**config.mk**
```make
export PLATFORM = sky130hd
export DESIGN_NAME = trace_fill_buffer
export DESIGN_NICKNAME = d
export VERILOG_FILES = /design/src/rtl/tfb_pkg.sv /design/src/rtl/tfb_close_logic.sv /design/src/rtl/tfb_path_rec.sv /design/src/rtl/tfb_slot_store.sv /design/src/rtl/trace_fill_buffer.sv
export SDC_FILE = /design/constraint.sdc
export NUM_CORES = 1
export LEC_CHECK = 0
export ABC_AREA = 1
export BUFFER_PORTS_ARGS = -buffer_cell sky130_fd_sc_hd__buf_2
export CORE_AREA = 2 2 278 280
export CTS_CLUSTER_DIAMETER = 200
export CTS_CLUSTER_SIZE = 20
export DETAILED_ROUTE_END_ITERATION = 6
export DIE_AREA = 0 0 280 282
export GPL_ROUTABILITY_DRIVEN = 0
export SYNTH_ARGS = -nofsm -noshare
export SYNTH_HDL_FRONTEND = slang
export SYNTH_SLANG_ARGS = --single-unit
```
**constraint.sdc**
```tcl
create_clock -name clk -period 2 [get_ports clk]
set_clock_uncertainty 0.15 [all_clocks]
set_input_delay 0.6 -clock clk [delete_from_list [all_inputs] [get_ports clk]]
set_output_delay 0.6 -clock clk [all_outputs]
set_load 0.005 [all_outputs]
```
**src/rtl/tfb_pkg.sv**
```systemverilog
package tfb_pkg;

    // Why the current instruction ended the line (if it did)
    typedef enum logic [1:0] {
        CLOSE_NONE   = 2'd0,
        CLOSE_SIZE   = 2'd1,
        CLOSE_BRANCH = 2'd2
    } close_e;

endpackage

```
**src/rtl/tfb_close_logic.sv**
```systemverilog
module tfb_close_logic
    import tfb_pkg::*;
#(
    parameter int MAX_INSNS = 16,
    parameter int MAX_BRS   = 3,
    parameter int CNT_W     = $clog2(MAX_INSNS + 1),
    parameter int BR_W      = $clog2(MAX_BRS + 1)
) (
    input  logic             accept,
    input  logic             is_cbr,
    input  logic [CNT_W-1:0] cnt_q,
    input  logic [BR_W-1:0]  br_q,
    output close_e           reason
);
    localparam logic [CNT_W-1:0] LAST_SLOT = CNT_W'(MAX_INSNS - 1);
    localparam logic [BR_W-1:0]  LAST_BR   = BR_W'(MAX_BRS - 1);

    always_comb begin
        reason = CLOSE_NONE;
        if (accept) begin
            if (is_cbr && (br_q == LAST_BR)) begin
                reason = CLOSE_BRANCH;
            end else if (cnt_q == LAST_SLOT) begin
                reason = CLOSE_SIZE;
            end
        end
    end

endmodule

```
**src/rtl/tfb_path_rec.sv**
```systemverilog
module tfb_path_rec #(
    parameter int MAX_BRS = 3,
    parameter int BR_W    = $clog2(MAX_BRS + 1)
) (
    input  logic               clear,
    input  logic               rec_en,
    input  logic               taken,
    input  logic [BR_W-1:0]    br_q,
    input  logic [MAX_BRS-1:0] path_q,
    output logic [MAX_BRS-1:0] path_d
);
    // One bit of direction history for each branch position
    for (genvar i = 0; i < MAX_BRS; i++) begin : g_bit
        always_comb begin
            if (clear) begin
                path_d[i] = 1'b0;
            end else if (rec_en && (br_q == BR_W'(i))) begin
                path_d[i] = taken;
            end else begin
                path_d[i] = path_q[i];
            end
        end
    end

endmodule

```
**src/rtl/tfb_slot_store.sv**
```systemverilog
module tfb_slot_store #(
    parameter int MAX_INSNS = 16,
    parameter int INSN_W    = 32,
    parameter int IDX_W     = $clog2(MAX_INSNS + 1)
) (
    input  logic                        clk,
    input  logic                        rst_n,
    input  logic                        wr_en,
    input  logic [IDX_W-1:0]            wr_idx,
    input  logic [INSN_W-1:0]           wr_data,
    output logic [MAX_INSNS*INSN_W-1:0] slots_flat
);
    for (genvar s = 0; s < MAX_INSNS; s++) begin : g_slot
        logic [INSN_W-1:0] slot_d;
        logic [INSN_W-1:0] slot_q;

        always_comb begin
            slot_d = slot_q;
            if (wr_en && (wr_idx == IDX_W'(s))) begin
                slot_d = wr_data;
            end
        end

        always_ff @(posedge clk or negedge rst_n) begin
            if (!rst_n) begin
                slot_q <= '0;
            end else begin
                slot_q <= slot_d;
            end
        end

        assign slots_flat[s*INSN_W +: INSN_W] = slot_q;
    end

endmodule

```
**src/rtl/trace_fill_buffer.sv**
```systemverilog
module trace_fill_buffer
    import tfb_pkg::*;
#(
    parameter int ADDR_W     = 32,
    parameter int INSN_W     = 32,
    parameter int MAX_INSNS  = 16,
    parameter int MAX_BRS    = 3,
    parameter int INSN_BYTES = 4,
    localparam int CNT_W     = $clog2(MAX_INSNS + 1),
    localparam int BR_W      = $clog2(MAX_BRS + 1)
) (
    input  logic                        clk,
    input  logic                        rst_n,
    input  logic                        flush_i,
    input  logic                        in_valid_i,
    output logic                        in_ready_o,
    input  logic [ADDR_W-1:0]           in_pc_i,
    input  logic [INSN_W-1:0]           in_insn_i,
    input  logic                        in_is_cbr_i,
    input  logic                        in_taken_i,
    input  logic [ADDR_W-1:0]           in_target_i,
    output logic                        line_valid_o,
    input  logic                        line_ready_i,
    output logic [ADDR_W-1:0]           line_tag_o,
    output logic [MAX_INSNS*INSN_W-1:0] line_insns_o,
    output logic [CNT_W-1:0]            line_count_o,
    output logic [MAX_BRS-1:0]          line_path_o,
    output logic [BR_W-1:0]             line_br_count_o,
    output logic [ADDR_W-1:0]           line_taken_next_o,
    output logic [ADDR_W-1:0]           line_fall_next_o
);

    typedef struct packed {
        logic               hold;
        logic [CNT_W-1:0]   cnt;
        logic [BR_W-1:0]    br;
        logic [MAX_BRS-1:0] path;
        logic [ADDR_W-1:0]  tag;
        logic [ADDR_W-1:0]  tnext;
        logic [ADDR_W-1:0]  fnext;
    } fill_state_t;

    fill_state_t st_d;
    fill_state_t st_q;

    logic               accept;
    logic               path_clear;
    logic [ADDR_W-1:0]  seq_pc;
    logic [MAX_BRS-1:0] path_next;
    close_e             close_why;

    assign accept     = in_valid_i && !st_q.hold && !flush_i;
    assign seq_pc     = in_pc_i + ADDR_W'(INSN_BYTES);
    assign path_clear = st_q.hold ? line_ready_i : flush_i;

    tfb_close_logic #(
        .MAX_INSNS (MAX_INSNS),
        .MAX_BRS   (MAX_BRS),
        .CNT_W     (CNT_W),
        .BR_W      (BR_W)
    ) u_close (
        .accept (accept),
        .is_cbr (in_is_cbr_i),
        .cnt_q  (st_q.cnt),
        .br_q   (st_q.br),
        .reason (close_why)
    );

    tfb_path_rec #(
        .MAX_BRS (MAX_BRS),
        .BR_W    (BR_W)
    ) u_path (
        .clear  (path_clear),
        .rec_en (accept && in_is_cbr_i),
        .taken  (in_taken_i),
        .br_q   (st_q.br),
        .path_q (st_q.path),
        .path_d (path_next)
    );

    tfb_slot_store #(
        .MAX_INSNS (MAX_INSNS),
        .INSN_W    (INSN_W),
        .IDX_W     (CNT_W)
    ) u_store (
        .clk        (clk),
        .rst_n      (rst_n),
        .wr_en      (accept),
        .wr_idx     (st_q.cnt),
        .wr_data    (in_insn_i),
        .slots_flat (line_insns_o)
    );

    always_comb begin
        st_d      = st_q;
        st_d.path = path_next;
        if (st_q.hold) begin
            if (line_ready_i) begin
                st_d.hold = 1'b0;
                st_d.cnt  = '0;
                st_d.br   = '0;
            end
        end else if (flush_i) begin
            st_d.cnt = '0;
            st_d.br  = '0;
        end else if (accept) begin
            if (st_q.cnt == '0) begin
                st_d.tag = in_pc_i;
            end
            st_d.cnt = st_q.cnt + CNT_W'(1);
            if (in_is_cbr_i) begin
                st_d.br = st_q.br + BR_W'(1);
            end
            if (close_why != CLOSE_NONE) begin
                st_d.hold  = 1'b1;
                st_d.fnext = seq_pc;
                st_d.tnext = in_is_cbr_i ? in_target_i : seq_pc;
            end
        end
    end

    always_ff @(posedge clk or negedge rst_n) begin
        if (!rst_n) begin
            st_q <= '0;
        end else begin
            st_q <= st_d;
        end
    end

    assign in_ready_o        = !st_q.hold;
    assign line_valid_o      = st_q.hold;
    assign line_tag_o        = st_q.tag;
    assign line_count_o      = st_q.cnt;
    assign line_path_o       = st_q.path;
    assign line_br_count_o   = st_q.br;
    assign line_taken_next_o = st_q.tnext;
    assign line_fall_next_o  = st_q.fnext;

endmodule

```
==> flow_summary.rst <==
.. list-table::
   :header-rows: 1

   * - Metric
     - Value
   * - Status
     - finished clean
   * - Setup Viol. Count Final
     - 0
   * - Design internal power
     - 19.25 mW
   * - Maximum clock path buffer count
     - 3
   * - Net count of the finished layout
     - 3326
   * - Total clock buffers created by CTS
     - 36
   * - Max-cap viol count
     - 0
   * - Kind of end point of the critical path
     - output port
   * - Portion of synthesized cell area occupied by the leading cell type
     - 0.6511
   * - Endpoint of the worst-slack reg-to-reg timing path
     - u_store.g_slot[5].slot_q[24]
   * - Instance area after placement
     - 0.02970 mm²
   * - Clock sink count
     - 619
   * - Area growth from synthesis to layout
     - 30.55%
   * - HP Class
     - input port to register
   * - Worst vdd rail ir drop
     - 0.0007015 V
   * - Number of distinct standard cells referenced by the synthesized netlist
     - 33
   * - Via count of the first global-routing pass
     - 19188
   * - Comb power frac
     - 0.171
   * - Starting Density
     - 0.3143
   * - Clock Tree Root
     - clkbuf_16
   * - Avg Inst Size Synth
     - 9.806 µm²
   * - Yosys warning total
     - 0
   * - Main flop type after synthesis
     - dfrtp_1
   * - Total grt overflow
     - 0
   * - DRT antenna net count
     - 0
   * - Clock insertion delay at the later pin of the skew report
     - 0.57 ns
   * - IO Pins
     - 723
   * - Crit path capture
     - in_ready_o
   * - CP Launch Type
     - register
   * - Setup TNS
     - 0 ns
   * - Final non-filler cell area
     - 0.03106 mm²
   * - Syn Std Cell Area
     - 0.02379 mm²
   * - Number of vias per cell
     - 4.773
   * - Slack of the critical path
     - 0.008635 ns
   * - Final wirelength
     - 89950 µm
   * - Synth Register Bits
     - 619
   * - Max incr delay on CP
     - 0.48 ns
   * - Max-Slew Margin vs Limit
     - 0.7508
   * - Floorplan Core Area
     - 0.07570 mm²
   * - Setup repair after global routing missed its margin
     - true
   * - Most frequent cells in the layout
     - buf_2, nand2_1, dfrtp_1
   * - Die width
     - 280 µm
   * - Total leakage power
     - 16.43 nW
   * - Detailed placement HPWL
     - 64470 µm
   * - Die boundary height
     - 282 µm
   * - Number of H-tree levels
     - 2
   * - Tcrit/Tclk final
     - 0.9957
   * - Clock-pin slew of the registers on the worst-case setup and hold paths
     - 0.09 ns
   * - First-pass DRT Iterations
     - 5
   * - Number of hold violations in the final report
     - 0
   * - Instance count of the mapped netlist
     - 2426
   * - Fmax
     - 0.5022 GHz
   * - Power consumption
     - 26.77 mW
   * - Antenna violations before repair
     - 5
   * - FF-to-FF path depth
     - 9
   * - Global-route wire length before repair
     - 128800 µm
   * - Net count after synthesis
     - 2538
   * - FFs w/ async S/R, synth
     - 1.000
   * - Via Count
     - 20017
   * - Sequential cell area fraction in the yosys report
     - 0.6511
   * - CP Max Fanout
     - 3
   * - Commonest non-fill, non-tap cell in the layout
     - buf_2
   * - Class of the most critical setup path
     - register to output port
   * - Clock network fraction of total power
     - 0.281
   * - Portion of total power attributed to sequential cells
     - 0.548
   * - Largest area contributor in the synthesized netlist
     - dfrtp_1
   * - Final-report max-slew violation count
     - 0
   * - Worst hold path cell count
     - 3
   * - Number of buffer and inverter stages on the critical path
     - 2
   * - Worst hold path startpoint
     - in_target_i[4]
   * - Net switching power figure
     - 7.527 mW
   * - Final critical-path required period
     - 1.991 ns
   * - Crit. path cell count
     - 2
   * - Net switching share of the total power
     - 0.2811
   * - Share of layout cells above drive strength 1
     - 0.3100
   * - Crit path cell chain
     - inv_2 -> buf_6
   * - Pin count of the biggest net entering global routing
     - 65
   * - Number of diodes added for antenna fixing
     - 0
   * - Slack of the worst reg-to-reg path
     - 0.10 ns
   * - Power per standard cell area
     - 862.0 mW/mm²
   * - Global-route total usage across every layer
     - 0.2205
   * - TritonCTS clock tree
     - yes
   * - Largest cells by area after synthesis
     - dfrtp_1, nand2_1, o21ai_1, o21ai_0, nor2_1
   * - Data arrival time of the worst path
     - 1.24 ns
   * - Required arrival time at the worst endpoint
     - 1.25 ns
   * - DRC violations left
     - 0
   * - Transition time at the pin with the least slew margin
     - 0.3738 ns
   * - Port buffer count
     - 722
   * - Cell Rows
     - 101
   * - Dpl ws
     - -0.3137 ns
   * - Routed wire length per instance
     - 21.45 µm
   * - Setup crit start
     - line_valid_o
   * - Final worst hold slack
     - 0.1479 ns
   * - Cell class contributing the biggest share of worst-path delay
     - flip-flops
   * - Crit-path slowest cell
     - dfrtp_2
   * - First-iteration detailed-routing DRC count
     - 1522
   * - Overall die area
     - 0.07896 mm²
   * - Number of flops mapped to enable cells by yosys
     - 0
   * - Source of the worst register-to-register timing path
     - line_count_o[1]
## power groups by stage
stage                     clock [mW]  sequential [mW]  combinational (mW)
after floorplan                    0             15.0                1.48
after global placement             0             14.9                4.49
after detailed placement           0             14.9                4.56
after CTS                       7.74             14.7                4.59
after global routing            8.12             14.8                5.13
final                           7.52             14.7                4.59
## synth_stat cells (2+ instances only)
library cell,n
nor2_4,3
inv_1,79
o22ai_1,2
mux2_2,9
dfrtp_1,619
nand2_2,4
xor2_1,8
nand2_4,4
a22oi_1,8
inv_2,3
nand3_1,50
buf_2,57
nor2_1,189
a31oi_1,7
nand3_2,3
nor3_1,3
buf_6,19
ha_1,9
nand4_4,2
o21ai_1,251
a21oi_1,101
clkbuf_1,66
buf_4,13
nand3_4,5
nand2_1,678
o21ai_0,225
o21bai_1,3
## sequential cells by signal (all words and copies together), names as in the netlist
name	count
line_valid_o	1
line_fall_next_o	32
line_br_count_o	2
u_store.g_slot.slot_q	512
line_count_o	5
line_tag_o	32
line_taken_next_o	32
line_path_o	3
## worst reg2reg max path: stages, from the launching register on
cell	delay, ns
dfrtp_1	0.40
buf_6	0.14
inv_2	0.08
ha_1	0.18
inv_1	0.11
nor2_1	0.16
nand3_2	0.11
buf_12	0.19
nand2_1	0.16
o21ai_0	0.09
## layer usage
layer / global-route usage / up-vias / share of wire
met4: 0.09818 / 0 / 0.042
li1: - / 9425 / -
met3: 0.04889 / 153 / 0.074
met2: 0.3573 / 805 / 0.47
met1: 0.2833 / 9634 / 0.41
met5: 0 / - / 0
## stage by stage
step / std cells / util
CTS: 4182 / 0.4064
global placement: 4138 / 0.3924
finish: 4194 / 0.4103
floorplan: 2426 / -
detailed placement: 4138 / 0.3924
global route: 4194 / 0.4103
## logic make-up (layout without fill, tap and decap cells)
group | Yosys count | in the layout | share of synthesized area
and+or+nand+nor | 944 | 944 | 0.1599
adders and majority gates | 9 | 9 | 0.004734
DFF | 619 | 619 | 0.6511
xor gates and xnor gates | 8 | 8 | 0.002945
AOI/OAI and AO/OA | 597 | 597 | 0.1272
buffers and inverters | 240 | 1030 | 0.04981
muxes | 9 | 9 | 0.004260
## area by class of cell
type | instances | area [µm²]
multi-input combinational | 1567 | 7171
clock buffer | 38 | 929.6
inverter | 83 | 321.6
tap | 978 | 1224
timing repair buffer | 907 | 5899
sequential | 619 | 15490
clock inverter | 2 | 17.52
fill | 7578 | 44640
## worst min path at each step
stage	to
after detailed placement	line_fall_next_o[4]
after global routing	line_taken_next_o[3]
final	line_taken_next_o[4]
after CTS	line_taken_next_o[4]
after floorplan	line_br_count_o[0]
after global placement	line_fall_next_o[8]
## timing repair
item                                    4_1_cts  5_1_grt
cloned                                        1        4
gates resized for setup                      18       32
hold buffers                                  1        0
pin swaps                                     1        3
endpoints found under the hold margin        19        0
endpoints found under the setup margin       20      173
setup buffers                                 4        8
No activity file was read; power rests on OpenSTA's default activity.
